### config.mk
export PLATFORM = sky130hd
export DESIGN_NAME = reg_window_mapper
export DESIGN_NICKNAME = d
export VERILOG_FILES = /design/src/rtl/wm_pkg.sv /design/src/rtl/wm_desc_stack.sv /design/src/rtl/wm_xlate.sv /design/src/rtl/reg_window_mapper.sv
export SDC_FILE = /design/constraint.sdc
export NUM_CORES = 1
export LEC_CHECK = 0
export BUFFER_PORTS_ARGS = -buffer_cell sky130_fd_sc_hd__clkbuf_2
export CORE_MARGIN = 1
export CORE_UTILIZATION = 52
export DETAILED_ROUTE_END_ITERATION = 16
export GPL_ROUTABILITY_DRIVEN = 1
export PLACE_DENSITY_LB_ADDON = 0.25
export SYNTH_ARGS = -nofsm -noshare
export SYNTH_HDL_FRONTEND = slang
export SYNTH_HIERARCHICAL = 1
export SYNTH_SLANG_ARGS = --single-unit
### constraint.sdc
create_clock -name clk -period 11.2 [get_ports clk]
set_clock_uncertainty 0.05 [all_clocks]
set_input_delay 2.24 -clock clk [delete_from_list [all_inputs] [get_ports clk]]
set_output_delay 2.24 -clock clk [all_outputs]
set_load 0.01 [all_outputs]
### src/rtl/wm_pkg.sv
package wm_pkg;
  typedef enum logic [2:0] {
    WM_NOP,
    WM_ALLOC,
    WM_CALL,
    WM_RET,
    WM_ROT
  } wm_op_e;

  // Single-operation decode with fixed priority: alloc > call > ret > rotate
  function automatic wm_op_e wm_decode(input logic a, input logic c,
                                       input logic r, input logic t);
    if (a)      return WM_ALLOC;
    else if (c) return WM_CALL;
    else if (r) return WM_RET;
    else if (t) return WM_ROT;
    else        return WM_NOP;
  endfunction
endpackage

### src/rtl/wm_desc_stack.sv
module wm_desc_stack #(
  parameter int DEPTH = 8,
  parameter int DW    = 35
) (
  input  logic          clk,
  input  logic          rst,
  input  logic          push,
  input  logic          pop,
  input  logic [DW-1:0] din,
  output logic [DW-1:0] dout,
  output logic          full,
  output logic          empty
);
  localparam int CW = $clog2(DEPTH + 1);
  localparam int AW = (DEPTH > 1) ? $clog2(DEPTH) : 1;

  logic [DW-1:0] mem [DEPTH];
  logic [CW-1:0] cnt;
  logic [CW-1:0] top_idx;

  // storage without reset so it can map onto distributed RAM
  always_ff @(posedge clk) begin
    if (push) mem[cnt[AW-1:0]] <= din;
  end

  always_ff @(posedge clk) begin
    if (rst)       cnt <= '0;
    else if (push) cnt <= cnt + 1'b1;
    else if (pop)  cnt <= cnt - 1'b1;
  end

  assign top_idx = cnt - 1'b1;
  assign dout    = mem[top_idx[AW-1:0]];
  assign full    = (cnt == CW'(DEPTH));
  assign empty   = (cnt == '0);

  AST_NO_PUSH_FULL:  assert property (@(posedge clk) disable iff (rst) full |-> !push);
  AST_NO_POP_EMPTY:  assert property (@(posedge clk) disable iff (rst) empty |-> !pop);
  AST_ONE_STACK_OP:  assert property (@(posedge clk) disable iff (rst) !(push && pop));
endmodule

### src/rtl/wm_xlate.sv
module wm_xlate #(
  parameter int NREG  = 128,
  parameter int NGLOB = 32,
  parameter int IW    = 7
) (
  input  logic          clk,
  input  logic          rst,
  input  logic [IW-1:0] lreg,
  input  logic [IW-1:0] base,
  input  logic [IW-1:0] sof,
  input  logic [IW-1:0] sor,
  input  logic [IW-1:0] rrb,
  output logic [IW-1:0] preg,
  output logic          illegal
);
  localparam int NSTK = NREG - NGLOB;

  logic [IW:0] off, roff, sum;

  always_comb begin
    off  = {1'b0, lreg} - (IW+1)'(NGLOB);
    roff = off;
    if (off < {1'b0, sor}) begin
      roff = off + {1'b0, rrb};
      if (roff >= {1'b0, sor}) roff = roff - {1'b0, sor};
    end
    sum = roff + {1'b0, base};
    if (sum >= (IW+1)'(NSTK)) sum = sum - (IW+1)'(NSTK);

    if (lreg < IW'(NGLOB)) begin
      preg    = lreg;
      illegal = 1'b0;
    end else if (off >= {1'b0, sof}) begin
      preg    = '0;
      illegal = 1'b1;
    end else begin
      preg    = IW'(sum + (IW+1)'(NGLOB));
      illegal = 1'b0;
    end
  end

  AST_STACKED_IN_REGION: assert property (@(posedge clk) disable iff (rst)
    (!illegal && lreg >= IW'(NGLOB)) |-> (preg >= IW'(NGLOB)));
  AST_ILLEGAL_ZERO: assert property (@(posedge clk) disable iff (rst)
    illegal |-> (preg == '0 && lreg >= IW'(NGLOB)));
endmodule

### src/rtl/reg_window_mapper.sv
module reg_window_mapper #(
  parameter int NREG      = 128,
  parameter int NGLOB     = 32,
  parameter int STK_DEPTH = 8,
  parameter int ROT_GRAIN = 8
) (
  input  logic                    clk,
  input  logic                    rst,
  input  logic                    alloc_valid,
  input  logic [$clog2(NREG)-1:0] alloc_frame,
  input  logic [$clog2(NREG)-1:0] alloc_local,
  input  logic [$clog2(NREG)-1:0] alloc_rot,
  input  logic                    call_valid,
  input  logic                    ret_valid,
  input  logic                    rotate,
  input  logic [$clog2(NREG)-1:0] lreg,
  output logic [$clog2(NREG)-1:0] preg,
  output logic                    illegal,
  output logic                    overflow,
  output logic                    underflow
);
  import wm_pkg::*;

  localparam int IW   = $clog2(NREG);
  localparam int NSTK = NREG - NGLOB;
  localparam int DW   = 5 * IW;

  logic [IW-1:0] base, sof, sol, sor, rrb;
  logic          ovf_q, udf_q;
  wm_op_e        op;
  logic          alloc_bad, push, pop, st_full, st_empty;
  logic [DW-1:0] st_din, st_dout;
  logic [IW:0]   nbase;

  assign op = wm_decode(alloc_valid, call_valid, ret_valid, rotate);

  assign alloc_bad = (alloc_frame > IW'(NSTK)) || (alloc_local > alloc_frame) ||
                     (alloc_rot > alloc_frame) || ((int'(alloc_rot) % ROT_GRAIN) != 0);

  assign push   = (op == WM_CALL) && !st_full;
  assign pop    = (op == WM_RET)  && !st_empty;
  assign st_din = {base, sof, sol, sor, rrb};

  always_comb begin
    nbase = {1'b0, base} + {1'b0, sol};
    if (nbase >= (IW+1)'(NSTK)) nbase = nbase - (IW+1)'(NSTK);
  end

  wm_desc_stack #(.DEPTH(STK_DEPTH), .DW(DW)) u_stack (
    .clk   (clk),
    .rst   (rst),
    .push  (push),
    .pop   (pop),
    .din   (st_din),
    .dout  (st_dout),
    .full  (st_full),
    .empty (st_empty)
  );

  always_ff @(posedge clk) begin
    if (rst) begin
      base  <= '0;
      sof   <= '0;
      sol   <= '0;
      sor   <= '0;
      rrb   <= '0;
      ovf_q <= 1'b0;
      udf_q <= 1'b0;
    end else begin
      ovf_q <= ((op == WM_ALLOC) && alloc_bad) || ((op == WM_CALL) && st_full);
      udf_q <= (op == WM_RET) && st_empty;
      if ((op == WM_ALLOC) && !alloc_bad) begin
        sof <= alloc_frame;
        sol <= alloc_local;
        sor <= alloc_rot;
        rrb <= '0;
      end else if (push) begin
        base <= nbase[IW-1:0];
        sof  <= sof - sol;
        sol  <= '0;
        sor  <= '0;
        rrb  <= '0;
      end else if (pop) begin
        {base, sof, sol, sor, rrb} <= st_dout;
      end else if ((op == WM_ROT) && (sor != '0)) begin
        rrb <= (rrb == '0) ? (sor - 1'b1) : (rrb - 1'b1);
      end
    end
  end

  wm_xlate #(.NREG(NREG), .NGLOB(NGLOB), .IW(IW)) u_xlate (
    .clk     (clk),
    .rst     (rst),
    .lreg    (lreg),
    .base    (base),
    .sof     (sof),
    .sor     (sor),
    .rrb     (rrb),
    .preg    (preg),
    .illegal (illegal)
  );

  assign overflow  = ovf_q;
  assign underflow = udf_q;

  AST_CALL_SHIFT: assert property (@(posedge clk) disable iff (rst)
    push |=> (int'(base) == (int'($past(base)) + int'($past(sol))) % NSTK));
  AST_NO_OVERFLOW: assert property (@(posedge clk) disable iff (rst)
    (op == WM_CALL && st_full) |=> (overflow && $stable(base) && $stable(sof)));
  AST_NO_UNDERFLOW: assert property (@(posedge clk) disable iff (rst)
    (op == WM_RET && st_empty) |=> (underflow && $stable(base) && $stable(sof)));
  AST_ROT_BOUND: assert property (@(posedge clk) disable iff (rst)
    (sor != '0) |-> (rrb < sor));
  AST_FRAME_FITS: assert property (@(posedge clk) disable iff (rst)
    (sof <= IW'(NSTK)) && (sol <= sof) && (sor <= sof));
  AST_FLAG_EXCL: assert property (@(posedge clk) disable iff (rst)
    !(overflow && underflow));
endmodule

# Word-level counts from Yosys, hierarchy flattened
# Memory sizes are Yosys's and may differ from the RTL's.
# Index checks and enable logic that the tools add are counted.
totals:
  wordCells: 90
  register_bits: 41
  inputBits: 34
  memories: 1
  mem_bits_rw: 280
classes:
  n_eq_ne: 5
  addsub: 13
  n_reduce_logical: 23
  bitwise: 1
  n_lt_le_gt_ge: 9
  mux: 30
memory_table:
  columns: ["name", "depth", "width", "read_ports", "rd_clocked_by_memory_dff", "write_ports", "line_no", "text"]
  rows:
  - ["u_stack.mem", 8, 35, 1, 0, 1, "wm_desc_stack.sv:17", "logic [DW-1:0] mem [DEPTH];"]
op_table:
  columns: ["operator", "count"]
  rows:
  - ["$mux 7", 18]
  - ["$reduce_bool 32->1", 1]
  - ["$add 8x7->8", 2]
  - ["$ge 8x7->1", 2]
  - ["$ge 8x7->1 const B", 2]
  - ["$mux 8", 2]
  - ["$gt 7x7->1", 2]
  - ["$sub 7x1->7 const B", 2]
  - ["$sub 7x7->7 const B", 2]
  - ["$mux 3", 4]
  - ["$add 7x7->8", 1]
  - ["$lt 8x7->1", 1]
  - ["$mux 4", 2]
  - ["$sub 7x6->8 const B", 1]
  - ["$sub 8x7->8", 1]
  - ["$add 7x6->7 const B", 1]
  - ["$gt 7x7->1 const B", 1]
  - ["$logic_and 1x1->1", 7]
  - ["$logic_not 7->1", 1]
  - ["$lt 7x6->1 const B", 1]
  - ["$reduce_bool 7->1", 1]
  - ["$sub 7x7->7", 1]
  - ["$eq 3x2->1 const B", 2]
  - ["$add 4x1->4 const B", 1]
  - ["13 further kinds", 22]

# Logic depth before layout (Yosys ltp)
depth:
  word_depth: 11
  ltp_mapped: 29
  mapped_depth_nobuf: 29

# Modules after synthesis
# Netlist, hierarchy kept.
modules_own_cells:
  columns: ["mod", "area_per_inst_um2", "n_inst", "cells_per_inst"]
  rows:
  - ["wm_desc_stack", 10809.1, 1, 445]
  - ["reg_window_mapper", 2846.5, 1, 358]
  - ["wm_xlate", 1649.1, 1, 222]

# Worst setup path before layout
# No wires, ideal clock.
synth_path:
  path_type: "input to output"
  from: "input port lreg[0]"
  to: "output port preg[6]"
  required_ps: 8910
  path_stages: 26
  setup_slack_ps: 1698
  arrival_time_ps: 7212
  n_path_buf: 2
  cell_sequence: "ha_1 -> inv_1 -> fa_1 -> nor2b_1 -> o21ai_0 -> nand2b_1 -> xor2_1 -> ha_1 -> o221a_1 -> or3_1 -> a21oi_1 -> clkbuf_1 -> nor2_1 -> a21oi_1 -> a21oi_1 -> ha_1 -> buf_6 -> or3_1 -> o21ai_2 -> nor2_2 -> or4_1 -> o311ai_1 -> nor3_2 -> mux2_4 -> a221oi_2 -> o211ai_2"
synth_between:
  elab_chain_cells: 11
synth_rtl:
  columns: ["item", "line_no", "text"]
  rows:
  - ["start: declaration", "reg_window_mapper.sv:16", "input logic [$clog2(NREG)-1:0] lreg,"]
  - ["$sub 7x6->8", "wm_xlate.sv:21", "off = {1'b0, lreg} - (IW+1)'(NGLOB);"]
  - ["$add 8x7->8", "wm_xlate.sv:24", "roff = off + {1'b0, rrb};"]
  - ["$sub 8x7->8 or $ge 8x7->1 (tied branches)", "wm_xlate.sv:25", "if (roff >= {1'b0, sor}) roff = roff - {1'b0, sor};"]
  - ["$mux 8", "wm_xlate.sv:25", null]
  - ["$mux 8", "wm_xlate.sv:23", "if (off < {1'b0, sor}) begin"]
  - ["$add 8x7->8", "wm_xlate.sv:27", "sum = roff + {1'b0, base};"]
  - ["$sub 7x7->7 or $ge 8x7->1 (tied branches)", "wm_xlate.sv:28", "if (sum >= (IW+1)'(NSTK)) sum = sum - (IW+1)'(NSTK);"]
  - ["$mux 7", "wm_xlate.sv:28", null]
  - ["$add 7x6->7", "wm_xlate.sv:37", "preg = IW'(sum + (IW+1)'(NGLOB));"]
  - ["$mux 7", "wm_xlate.sv:33", "end else if (off >= {1'b0, sof}) begin"]
  - ["$mux 7 *", "wm_xlate.sv:30", "if (lreg < IW'(NGLOB)) begin"]
  - ["end: declaration", "reg_window_mapper.sv:17", "output logic [$clog2(NREG)-1:0] preg,"]
# Every way passes the cells marked *; elsewhere a longest branch is shown, timed or not.

# Worst setup path in the final report
# Ends and elaborated chain as after synthesis.

==> reports/results.ini <==
[place]
placed_cells=1427
dp_slack_ps=900
place_area_um2=16000
io_buffers=43
gp_congestion=0.852
hpwl_um=20200

[pwr]
p_total_mw=2.90
pwr-share-seq_pct=47.0
ir_worst_vdd_uv=81.2
p_leak_nw=6.01
switching_share_pct=24.4
p_clk_share_pct=37.9
p_comb_share_pct=15.1
p_per_area_nw_per_um2=170
p_sw_mw=0.706
internal_power_mw=2.19

[clock_network]
cts_made_buffers=34
htree_num_levels=2
cts_tree=done
cts_setup_buffers=0
cts.sinks=321
postCtsHoldBufs=0
clock_path_buffers=3
cts_resized=0
clk_latency_ps=510
cts_root_buf=clkbuf_16
path_clk_slew_ps=60

[timing]
setup_viol=0
period_needed_ps=10330
worst_slack_ps=869
rsz0062_at_grt=false
whs_ps=540
fmax_mhz=96.8
hold_viol_final=0
maxSlewViolCount=0
setup_tns_ps=0
worst_pin_slew_ps=946
relSlewSlack_pct=36.9
period_share_pct=92.2

[logic_synthesis]
ys.flop_type=edfxtp_1
ys.warnings.count=6
ys_ff_latch=321
synth_edf_count=280
synth_cell_type_count=86
netlist_top_cells_area=edfxtp_1, mux4_2, ha_1, dfxtp_1, mux2_2
syn-num-nets=1130
syn_inst=1025
syn_avg_cell_area_um2=14.9
netlist_area_um2=15300
async_flop_share_pct=0
yosysTopAreaCell=edfxtp_1
ys_seq_area_share_pct=60.3
yosysTopAreaCellShare_pct=54.9

[drt]
routed_via_density=6.14
routed_wl_um=34400
drtIter0Drc=847
drt_pass1_iterations=5
antenna_left=0
wl_per_cell_um=23.1
remaining_drc_errors=0
via_count=9144

[finish]
n_antenna_cell=0
fillCellCount=2248
drive_gt1_share_pct=22.2
stdcell_count=1489
postLayoutCoreUtil_pct=59.2
design_area_um2=17100
area_growth_pct=11.6
finalNetCount=1184

[floorplanning]
start_util_pct=53.0
rows=62
core_area_um2=28900
num_io_pins=44
die_h_um=174
fp.dieW_um=174
die_area_um2=30100

[critical_path]
critPathMaxStageDelay_ps=660
crit_family=compound AO/OA/AOI/OAI gates
critPathMaxFanout=12
critPathKind=primary input to output pin
cp-end-kind=output pin
worst-path-buf-inv=3
cp_data_arrival_time_ps=8040
critical_path.most_common_cell=ha_1
cp.required_ps=8910
start_kind=primary input
crit_slowest_cell=a21oi_1

[grt]
grt_usage_pct=23.5
antenna_found_initial=0
grt_max_degree=49
overflow=0
grt_pass1_vias=9153
grt_pass1_wl_um=53600

[job]
drv_cap=0

[outcome]
run_status=completed

[min_path]
hold_path.class=register to register

-- power by group through the flow --
| stage | sequential (mW) | clock (mW) | combinational [mW] |
|---|---|---|---|
| floorplan | 1.37 | 0 | 0.349 |
| global placement | 1.39 | 0 | 0.431 |
| detailed placement | 1.39 | 0 | 0.435 |
| CTS | 1.36 | 1.12 | 0.439 |
| global route | 1.37 | 1.16 | 0.480 |
| finish | 1.36 | 1.10 | 0.438 |
-- worst min-delay path, stage by stage, from the launching register on --
cell,delay (ps)
dfxtp_1,360
nor3b_1,80
nand3_1,80
nor2_1,40
-- state kept, by name, indices dropped and copies added, names as in the netlist --
name and count:
u_stack/mem 280, base 7, rrb 7, sof 7, sol 7, sor 7
u_stack/cnt 4, overflow 1, underflow 1
-- cell families (layout without fill, tap and decap cells) --
logic type / after synthesis / after routing / synth area share, %
AOI/OAI and AO/OA: 169 / 169 / 7.68
adders and majority gates: 71 / 71 / 6.05
and+or+nand+nor: 219 / 219 / 7.16
muxes: 127 / 127 / 14.4
xor gates and xnor gates: 29 / 29 / 1.76
DFF: 321 / 321 / 60.3
buffers and inverters: 89 / 169 / 2.64
-- layout make-up --
type / instances / area [um^2] / share of cell area [%]
Clock inverter: 7 / 55.1 / 0.322
Sequential cell: 321 / 9230 / 54.1
Timing Repair Buffer: 59 / 335 / 1.96
Multi-Input combinational cell: 615 / 5750 / 33.7
Clock buffer: 55 / 1040 / 6.11
Tap cell: 384 / 480 / 2.81
Inverter: 48 / 180 / 1.06
-- layer usage --
metal	global-route usage [%]	part of all wire, %	vias to the layer above	routed length [um]
met5	0	0	-	0
met2	37.4	46	339	16000
met4	6.38	2.2	0	766
met1	33.6	44	4619	15200
met3	3.97	6.9	61	2390
li1	-	-	4125	-
-- cells in the mapped netlist (6+ instances only) --
cell type,n
or3_1,6
dfxtp_1,41
mux2i_1,17
buf_2,14
mux2_2,37
a21o_1,12
a211oi_1,10
xnor2_1,19
ha_1,66
a311oi_1,7
xor2_1,8
o21a_1,7
nor2_1,66
o21ai_0,17
nand3_1,16
mux4_2,69
o22ai_1,6
inv_1,47
nor3_1,16
a21oi_1,57
nor2b_1,9
nand2_1,59
clkbuf_1,15
edfxtp_1,280
nand2b_1,10
buf_6,7
-- worst paths after layout --
| kind | from | to | slack [ps] | depth (start not counted) |
|---|---|---|---|---|
| min | u_stack/cnt[3] | underflow | 540 | 3 |
| max reg2reg | u_stack/cnt[0] | u_stack/mem[6][3] | 6420 | 8 |
| min reg2reg | u_stack/cnt[3] | underflow | 540 | 3 |
| max | lreg[0] | preg[6] | 870 | 27 |
-- placed cells by master (no fill, tap or decap), types with 7 or more instances in the layout --
cell,instances
edfxtp_1,280
mux4_2,69
ha_1,65
nor2_1,60
nand2_1,59
a21oi_1,57
inv_1,47
clkbuf_2,43
dfxtp_1,40
mux2_2,37
clkbuf_16,37
xnor2_1,19
o21ai_0,17
mux2i_1,17
nand3_1,16
buf_4,16
nor3_1,14
clkbuf_1,13
a21o_1,12
a211oi_1,10
nand2b_1,10
nor2b_1,9
xor2_1,8
a311oi_1,7
o21a_1,7
No activity file was read; power rests on OpenSTA's default activity.
